### src/rtl/rtc_alarm_pkg.sv
package rtc_alarm_pkg;
  localparam int NUM_FIELDS = 6;
  localparam int BYTE_W     = 8;
  localparam int ADDR_W     = 4;
  localparam int ALARM_BASE = 8;
  localparam int CTRL_IDX   = 14;
  localparam int FLAG_BIT   = 0;
  localparam int IE_BIT     = 3;
  localparam int EN_BIT     = BYTE_W - 1;
  localparam int VAL_W      = BYTE_W - 1;
endpackage

### src/rtl/alarm_field_cmp.sv
module alarm_field_cmp #(
  parameter int VAL_W = 7
) (
  input  logic [VAL_W:0]   cfg_i,
  input  logic [VAL_W-1:0] cur_i,
  output logic             hit_o,
  output logic             armed_o
);
  assign armed_o = cfg_i[VAL_W];
  // disabled field is a don't-care
  assign hit_o   = !cfg_i[VAL_W] || (cfg_i[VAL_W-1:0] == cur_i);
endmodule

### src/rtl/alarm_regs.sv
module alarm_regs
  import rtc_alarm_pkg::*;
#(
  parameter int N      = NUM_FIELDS,
  parameter int AW     = ADDR_W,
  parameter int DW     = BYTE_W,
  parameter int BASE   = ALARM_BASE,
  parameter int CTRL   = CTRL_IDX
) (
  input  logic                 clk_i,
  input  logic                 rst_ni,
  input  logic                 we_i,
  input  logic [AW-1:0]        addr_i,
  input  logic [DW-1:0]        wdata_i,
  input  logic                 flag_i,
  input  logic                 ie_i,
  output logic [N-1:0][DW-1:0] alarm_o,
  output logic                 ctrl_we_o,
  output logic [DW-1:0]        rdata_o
);
  assign ctrl_we_o = we_i && (addr_i == AW'(CTRL));

  for (genvar k = 0; k < N; k++) begin : g_fld
    localparam logic [AW-1:0] IDX = AW'(BASE + k);
    always_ff @(posedge clk_i or negedge rst_ni) begin
      if (!rst_ni)                     alarm_o[k] <= '0;
      else if (we_i && addr_i == IDX)  alarm_o[k] <= wdata_i;
    end

    assert_wr_hold_R2: assert property (@(posedge clk_i) disable iff (!rst_ni)
      (we_i && addr_i == IDX) |=> (alarm_o[k] == $past(wdata_i)));
  end

  always_comb begin
    rdata_o = '0;
    if (addr_i == AW'(CTRL)) begin
      rdata_o[FLAG_BIT] = flag_i;
      rdata_o[IE_BIT]   = ie_i;
    end else begin
      for (int k = 0; k < N; k++)
        if (addr_i == AW'(BASE + k)) rdata_o = alarm_o[k];
    end
  end
endmodule

### src/rtl/alarm_flag_ctrl.sv
module alarm_flag_ctrl
  import rtc_alarm_pkg::*;
#(
  parameter int DW = BYTE_W
) (
  input  logic          clk_i,
  input  logic          rst_ni,
  input  logic          set_i,
  input  logic          ctrl_we_i,
  input  logic [DW-1:0] wdata_i,
  output logic          flag_o,
  output logic          ie_o
);
  always_ff @(posedge clk_i or negedge rst_ni) begin
    if (!rst_ni) begin
      flag_o <= 1'b0;
      ie_o   <= 1'b0;
    end else begin
      if (ctrl_we_i) ie_o <= wdata_i[IE_BIT];
      // new event wins over a concurrent clear
      if (set_i)                                  flag_o <= 1'b1;
      else if (ctrl_we_i && !wdata_i[FLAG_BIT])   flag_o <= 1'b0;
    end
  end

  assert_no_spont_set_R5: assert property (@(posedge clk_i) disable iff (!rst_ni)
    !set_i |=> !$rose(flag_o));
  assert_set_wins_R10: assert property (@(posedge clk_i) disable iff (!rst_ni)
    set_i |=> flag_o);
  assert_clear_R9: assert property (@(posedge clk_i) disable iff (!rst_ni)
    (ctrl_we_i && !wdata_i[FLAG_BIT] && !set_i) |=> !flag_o);
endmodule

### src/rtl/rtc_alarm_cmp.sv
module rtc_alarm_cmp
  import rtc_alarm_pkg::*;
#(
  parameter int AW = ADDR_W,
  parameter int DW = BYTE_W,
  localparam int VW = DW - 1,
  localparam int N  = NUM_FIELDS
) (
  input  logic          clk_i,
  input  logic          rst_ni,
  input  logic          reg_we_i,
  input  logic [AW-1:0] reg_addr_i,
  input  logic [DW-1:0] reg_wdata_i,
  output logic [DW-1:0] reg_rdata_o,
  input  logic          tick_i,
  input  logic [VW-1:0] sec_i,
  input  logic [VW-1:0] min_i,
  input  logic [VW-1:0] hour_i,
  input  logic [VW-1:0] wday_i,
  input  logic [VW-1:0] mday_i,
  input  logic [VW-1:0] mon_i,
  output logic          alarm_irq_o
);
  logic [N-1:0][DW-1:0] alarm_q;
  logic [N-1:0][VW-1:0] cur_t;
  logic [N-1:0]         hit, armed;
  logic                 ctrl_we, flag_q, ie_q, set_ev;

  assign cur_t = {mon_i, mday_i, wday_i, hour_i, min_i, sec_i};

  alarm_regs #(.N(N), .AW(AW), .DW(DW)) u_regs (
    .clk_i, .rst_ni,
    .we_i(reg_we_i), .addr_i(reg_addr_i), .wdata_i(reg_wdata_i),
    .flag_i(flag_q), .ie_i(ie_q),
    .alarm_o(alarm_q), .ctrl_we_o(ctrl_we), .rdata_o(reg_rdata_o)
  );

  for (genvar k = 0; k < N; k++) begin : g_cmp
    alarm_field_cmp #(.VAL_W(VW)) u_cmp (
      .cfg_i(alarm_q[k]), .cur_i(cur_t[k]),
      .hit_o(hit[k]), .armed_o(armed[k])
    );
  end

  assign set_ev = tick_i && (&hit) && (|armed);

  alarm_flag_ctrl #(.DW(DW)) u_flag (
    .clk_i, .rst_ni,
    .set_i(set_ev), .ctrl_we_i(ctrl_we), .wdata_i(reg_wdata_i),
    .flag_o(flag_q), .ie_o(ie_q)
  );

  assign alarm_irq_o = flag_q && ie_q;

  assert_all_off_R6: assert property (@(posedge clk_i) disable iff (!rst_ni)
    (tick_i && alarm_q[0][DW-1] == 1'b0 && alarm_q[1][DW-1] == 1'b0 &&
     alarm_q[2][DW-1] == 1'b0 && alarm_q[3][DW-1] == 1'b0 &&
     alarm_q[4][DW-1] == 1'b0 && alarm_q[5][DW-1] == 1'b0) |=> !$rose(flag_q));
  assert_irq_sticky_R8: assert property (@(posedge clk_i) disable iff (!rst_ni)
    (alarm_irq_o && !reg_we_i) |=> alarm_irq_o);
  assert_irq_needs_strobe_R5: assert property (@(posedge clk_i) disable iff (!rst_ni)
    (!tick_i && !reg_we_i) |=> !$rose(alarm_irq_o));
endmodule

### config.mk
export PLATFORM = sky130hd
export DESIGN_NAME = rtc_alarm_cmp
export DESIGN_NICKNAME = d
export VERILOG_FILES = /design/src/rtl/rtc_alarm_pkg.sv /design/src/rtl/alarm_field_cmp.sv /design/src/rtl/alarm_regs.sv /design/src/rtl/alarm_flag_ctrl.sv /design/src/rtl/rtc_alarm_cmp.sv
export SDC_FILE = /design/constraint.sdc
export NUM_CORES = 1
export LEC_CHECK = 0
export ABC_AREA = 1
export CAP_MARGIN = 20
export CORE_UTILIZATION = 50
export CTS_CLUSTER_DIAMETER = 30
export DETAILED_ROUTE_END_ITERATION = 12
export DONT_BUFFER_PORTS = 1
export SYNTH_ARGS = -nofsm -noshare
export SYNTH_HDL_FRONTEND = slang
export SYNTH_SLANG_ARGS = --single-unit
### constraint.sdc
create_clock -name clk_i -period 1.9 [get_ports clk_i]
set_input_delay 0.57 -clock clk_i [delete_from_list [all_inputs] [get_ports clk_i]]
set_output_delay 0.57 -clock clk_i [all_outputs]
set_load 0.01 [all_outputs]
# == Word level (Yosys, flattened, before mapping) ==
# Index checks and enable logic that the tools add are counted.
# word_totals
reg_bits,50
inputBits,58
output_inout_bits,9
elab_cells,60
# op_classes
n_eq_ne,13
mux,12
n_reduce_logical,27
# op_table
cell,count
$mux 8,6
$eq 7x7->1,6
$eq 4x4->1 const B,7
$logic_and 1x1->1,11
$logic_not 1->1,7
$logic_or 1x1->1,6
$reduce_and 6->1,1
$reduce_or 6->1,1
$mux 1,4
$mux 4,1
$mux 2,1
$reduce_bool 2->1,1

# == Depth between registers and ports, before layout ==
# Gate-level depths: netlist of the first run.
# logic_depth
depth_word,8
depth_mapped,11
ltp_nobuf,11

# == Cells and area by module ==
# From an unflattened synthesis of the first run, not the netlist that was laid out.
# unflattened
hier_cells,509
area_unflattened_um2,3398.3
# by_module_without_submodules
mod,instances,cells_per_inst,area_each_um2,seq_area_each_um2
alarm_regs,1,274,2387.3,1201.2
alarm_field_cmp,6,35,145.1,0.0
alarm_flag_ctrl,1,10,81.3,50.0
rtc_alarm_cmp,1,15,58.8,0.0

# == Worst setup path before layout of the first run ==
# Ideal clock, no wire load.
# synth_path
kind,input -> output
from,input port reg_addr_i[1]
to,output port reg_rdata_o[4]
t_arrival_ps,1361
required_time_ps,1330
slack_ps,-31
stages,7
path_buffers,0
cell_sequence,inv_1 -> nand2_2 -> nor2_2 -> nand2_1 -> nand3_1 -> a21oi_1 -> a21oi_1
# synth_between
elab_chain_cells,8
word_cells_on_any_way,14
cone_classes,eq/ne (7); mux (7)
# synth_rtl
item,line_no,source
start: declaration,rtc_alarm_cmp.sv:12,"input logic [AW-1:0] reg_addr_i,"
$eq 4x4->1,alarm_regs.sv:41,if (addr_i == AW'(BASE + k)) rdata_o = alarm_o[k];
$mux 8 (6 in a row),alarm_regs.sv:41,
$mux 4 (*),alarm_regs.sv:36,if (addr_i == AW'(CTRL)) begin
end: declaration,rtc_alarm_cmp.sv:14,"output logic [DW-1:0] reg_rdata_o,"
# Every way passes the cells marked *; elsewhere a longest branch is shown, timed or not.

# == Final worst setup path of the first run ==
# layout_path
from,input port reg_addr_i[1]
to,output port reg_rdata_o[7]
# Same word-level chain as after synthesis.

==> results.toml, run 1 <==
[global_routing]
antenna_found_initial = 0
grt_pass1_wl_um = 12140
grt_max_degree = 51
grtUsageTotal_pct = 25.98
grt_overflow = 0
grt_pass1_vias = 2567

[status]
violations = "setup timing"
status = "finished with violations"

[die]
dieArea_um2 = 6281
io_pins = 67
start_util_pct = 52.89
die_w_um = 79.26
core_area_um2 = 5642
rows = 27
die_h_um = 79.26

[placement]
hpwl_um = 5456
post-place-ws_ps = -244.6
place_congestion = 0.8077
dpl.cell_count = 493
io_buffers = 0

[routing]
first_pass_iters = 4
drtIter0Drc = 126
vias = 2623
route.detailed.drc = 0
ant_nets = 0
drt-vias-per-instance = 5.133
wirelength_um = 7379
routedWlPerCell_um = 14.44

[synth]
synth-seq-cells = 50
synth_nets = 467
netlist_instances = 409
synth-edff-count = 0
yosys.area.top_type_share_pct = 41.93
synth_area_um2 = 2984
synth_cell_types = 23
yosysMostFrequentCell = "nand2_1"
synth_commonest_cells = "155 x nand2_1, 50 x dfrtp_1, 44 x inv_1"
yosysWarnings = 0
yosysSeqAreaShare_pct = 41.93
ys.flop_type = "dfrtp_1"
async_flop_share_pct = 100.0
avgSynthCellArea_um2 = 7.296
synthTopCellsByArea = "dfrtp_1 42%, nand2_1 19%, o21ai_1 6.9%"
synth_largest_area_cell = "dfrtp_1"

[timing]
hold_viol_final = 0
rsz0062_at_grt = "true"
min_period_ps = 2063
setup_viol = 8
worstMarginPinSlew_ps = 340.6
fmax_ghz = 0.4848
final.period_utilization_pct = 108.6
fin_skew_ps = 2.949
max-slew-margin-rel_pct = 77.12
setup_tns_ps = -973.0
finalMaxSlewViolations = 0
layout_setup_ws_ps = -162.9

[worst_hold_path]
worstHoldPathType = "in2async"

[power]
switching_share_pct = 33.83
pwr-share-seq_pct = 53.2
power.switching_w = 0.0009618
clockPowerShare_pct = 21.1
p_int_w = 0.001881
p_leak_nw = 1.763
power_density_nw_per_um2 = 812.0
ir_drop_uv = 454.6
combPwrFrac_pct = 25.7

[worst_setup_path]
critPathMaxFanout = 7
end_kind = "output port"
path_class = "in2out"
rr_worst_depth = 11
cp_data_arrival_time_ps = 1490
cp_data_required_time_ps = 1330
cp-start-kind = "primary input"

[cells_and_area]
drive_gt1_share_pct = 19.13
area_growth_pct = 17.32
antenna_cells = 0
final_cells = 511
nets = 497

[clock_tree]
cts.sinks = 50
cts_buffers = 5
clk_pin_slew_ps = 90
tritoncts = "done"
htreeDepth = 2
clockBufferDepth = 2
ctsRootBufferMaster = "clkbuf_8"
clkLatencyLatePin_ps = 300

[job]
cap_violations = 0
[critical path, cell delays in order]
cell	delay, ps
clkinvlp_4	120
nor2_4	200
nand2_4	90
inv_6	100
a21oi_1	80
a31oi_1	170
buf_4	160
[what timing repair did]
action,4_1_cts,5_1_grt
hold buffers,1,0
gates resized for setup,28,22
setup buffers,6,3
hold endpoints to repair,50,0
pin swaps,8,16
endpoints found under the setup margin,8,8
cloned,1,0
[sequential cells by signal, summed over array words and instances, names as in the netlist]
name and count:
u_flag.flag_o 1, u_flag.ie_o 1, u_regs.alarm_o 48
[layout by cell type (no fill, tap or decap), drive strengths merged]
master	instances
clkinvlp	2
a31oi	4
clkbuf	7
nand4	2
a21o	1
a211oi	1
buf	28
nor3	2
a21oi	12
o211ai	1
xnor2	19
inv	47
nand2	162
nor2	31
xor2	8
o21ai	58
dfrtp	50
nand3	4
[cell type report]
type,instances,area [um2]
Timing Repair Buffer,28,249.0
Inverter,48,206.4
Fill cell,522,2141
Timing Repair inverter,1,7.507
Multi-Input combinational cell,305,1620
Sequential cell,50,1251
Clock buffer,7,76.32
Tap cell,72,90.09
[kinds of logic (layout without fill, tap and decap cells)]
group | after synthesis | after routing | share of synthesized area (%)
flops | 50 | 50 | 41.93
compound gates | 77 | 77 | 14.21
xor+xnor | 27 | 27 | 7.925
buf+inv | 54 | 84 | 8.302
simple gates | 201 | 201 | 27.63
[power by group through the flow]
stage	registers [W]	logic, W	clock network [W]
CTS	0.00150	0.000721	0.000609
detailed placement	0.00152	0.000671	0
global placement	0.00152	0.000651	0
floorplan	0.00147	0.000555	0
global route	0.00155	0.000855	0.000653
finish	0.00151	0.000730	0.000601
[per-layer routing]
layer,vias up,track usage [%],routed length [um]
li1,1338,-,-
met1,1211,33.33,3410
met2,67,44.48,3484
met3,7,4.713,399
met4,0,7.636,84
met5,-,0,0
[per-stage QoR]
| stage | area (um2) | power, W | hold slack, ps | utilization [%] |
|---|---|---|---|---|
| 3_3_place_gp | 3162 | 0.002169 | 275.2 | 56.04 |
| 2_1_floorplan | 3004 | 0.002020 | 274.4 | - |
| 5_1_grt | 3501 | 0.003053 | 115.8 | 62.05 |
| 6_report | 3501 | 0.002843 | 106.2 | 62.05 |
| 3_5_place_dp | 3162 | 0.002194 | 275.4 | 56.04 |
| 4_1_cts | 3395 | 0.002833 | 112.6 | 60.17 |
[path summary, 6_finish.rpt]
path	slack [ps]	to	from
worst min register to register	520	u_regs.alarm_o[13]$_DFFE_PN0P_	u_regs.alarm_o[13]$_DFFE_PN0P_
max in group asynchronous	1570	u_regs.alarm_o[15]$_DFFE_PN0P_	rst_ni
worst max-delay path	-160	reg_rdata_o[7]	reg_addr_i[1]
worst max register to register	510	u_flag.flag_o$_DFFE_PN0P_	u_regs.alarm_o[10]$_DFFE_PN0P_
min in group clk_i	430	u_flag.flag_o$_DFFE_PN0P_	reg_wdata_i[0]
worst min-delay path	110	u_regs.alarm_o[6]$_DFFE_PN0P_	rst_ni
No activity file was read; power rests on OpenSTA's default activity.
==> run 2: changes to the inputs <==
- CELL_PAD_IN_SITES_DETAIL_PLACEMENT: default -> 1
- CELL_PAD_IN_SITES_GLOBAL_PLACEMENT: default -> 1
- CORE_UTILIZATION: 50 -> 49
- PLACE_DENSITY_LB_ADDON: default -> 0.1
- clock period: 1.9 -> 2.5 ns (I/O delays scaled with it)
==> results.toml, run 2 (synthesis gave the netlist of run 1 again) <==
[cells_and_area]
most-common-layout-cells = "150 x nand2_1, 50 x dfrtp_1, 44 x o21ai_1"
final_common_cell = "nand2_1"
largest_reg_flops = 48
register_area_um2 = 1251
reg.largest.list = "u_regs.alarm_o: 48 flops, u_flag.flag_o: 1 flops, u_flag.ie_o: 1 flops"
n_fill_cell = 786
drive_gt1_share_pct = 13.65
top_register = "u_regs.alarm_o"
antenna_cells = 0
multi_input_area_um2 = 1560
final_cells = 500
nets = 482
area_growth_pct = 10.69

[routing]
first_pass_iters = 4
wirelength_um = 8226
drtIter0Drc = 129
ant_nets = 0
vias = 2676
route.detailed.drc = 0
drt-vias-per-instance = 5.352
routedWlPerCell_um = 16.45

[worst_setup_path]
cp_data_required_time_ps = 1750
crit_start = "reg_addr_i[1]"
critPathMaxFanout = 7
end_kind = "output port"
cp_data_arrival_time_ps = 1740
cp-start-kind = "primary input"
rr_startpoint = "u_regs.alarm_o[0]$_DFFE_PN0P_"
path_class = "in2out"

[clock_tree]
clkLatencyLatePin_ps = 300
clk_pin_slew_ps = 90
ctsHoldBuffers = 0
clockBufferDepth = 2
tritoncts = "done"
cts.sinks = 50
htreeDepth = 2
cts_buffers = 5
ctsRootBufferMaster = "clkbuf_8"

[die]
core_area_um2 = 5886
io_pins = 67
start_util_pct = 50.70
rows = 28
dieArea_um2 = 6406
die_w_um = 80.04
die_h_um = 80.04

[placement]
hpwl_um = 6164
place_congestion = 0.7879
io_buffers = 0
post-place-ws_ps = -29.94
dpl.cell_count = 485

[timing]
worstMarginPinSlew_ps = 330.8
min_period_ps = 2487
max-slew-margin-rel_pct = 77.78
setup_tns_ps = 0
final.period_utilization_pct = 99.48
fmax_ghz = 0.4021
setup_viol = 0
finalMaxSlewViolations = 0
hold_viol_final = 0
rsz0062_at_grt = "true"
fin_hold_ws_ps = 135.4
fin_skew_ps = 5.131
layout_setup_ws_ps = 12.96

[global_routing]
antenna_found_initial = 0
grtUsageTotal_pct = 27.17
grt_overflow = 0
grt_max_degree = 51
grt_pass1_wl_um = 13110
grt_pass1_vias = 2725

[job]
cap_violations = 0

[power]
p_leak_nw = 1.676
power_density_nw_per_um2 = 658.6
ir_drop_uv = 350.0

[status]
status = "completed"

[worst_hold_path]
worstHoldPathType = "in2async"
-- run 2: power by group --
part	leakage [nW]	switching (W)	internal [W]	total, W
Combinational	0.996	0.000290	0.000244	0.000534
Sequential	0.632	0.000177	0.000976	0.00115
Clock	0.0482	0.000265	0.000224	0.000489
Total	1.68	0.000732	0.00144	0.00218
-- run 2: per-layer routing --
metal	GRT usage, %	wire, um	up-vias
met5	0	0	-
met4	7.679	169	0
met3	4.457	492	14
met2	46.67	4019	70
met1	35.15	3545	1284
li1	-	-	1308
-- run 2: timing repair --
item,CTS,global route
gates resized for setup,1,30
endpoints found under the setup margin,2,7
cloned,0,1
pin swaps,0,10
buffers inserted,1,5
-- run 2: layout make-up --
type,count,share of cell area [%]
Tap cell,75,2.841
Inverter,48,5.871
Clock buffer,7,2.614
Sequential cell,50,37.88
Timing Repair inverter,1,0.2273
Clock inverter,1,0.1515
Multi-Input combinational cell,305,47.23
Timing Repair Buffer,13,3.182
-- run 2: worst paths after layout --
check	to	slack, ps	cells past startpoint
max in group asynchronous	u_regs.alarm_o[42]$_DFFE_PN0P_	2250	0
max	reg_rdata_o[1]	10	7
max reg2reg	u_flag.flag_o$_DFFE_PN0P_	1110	11
min in group clk_i	u_regs.alarm_o[10]$_DFFE_PN0P_	530	2
min reg2reg	u_regs.alarm_o[10]$_DFFE_PN0P_	530	2
min	u_regs.alarm_o[1]$_DFFE_PN0P_	140	0
-- run 2: per-stage QoR --
step | util (%) | area, um2 | power, W
after floorplan | - | 2984 | 0.001531
after global placement | 52.04 | 3063 | 0.001639
after detailed placement | 52.04 | 3063 | 0.001677
after CTS | 53.76 | 3164 | 0.002168
after global routing | 56.12 | 3303 | 0.002332
final | 56.12 | 3303 | 0.002175
-- run 2: critical path, cell delays in order --
cell        delay [ps]
clkinvlp_4         110
nand2_4             80
nor2_4             220
buf_4              160
a21oi_1             30
a31oi_1            210
buf_4              160
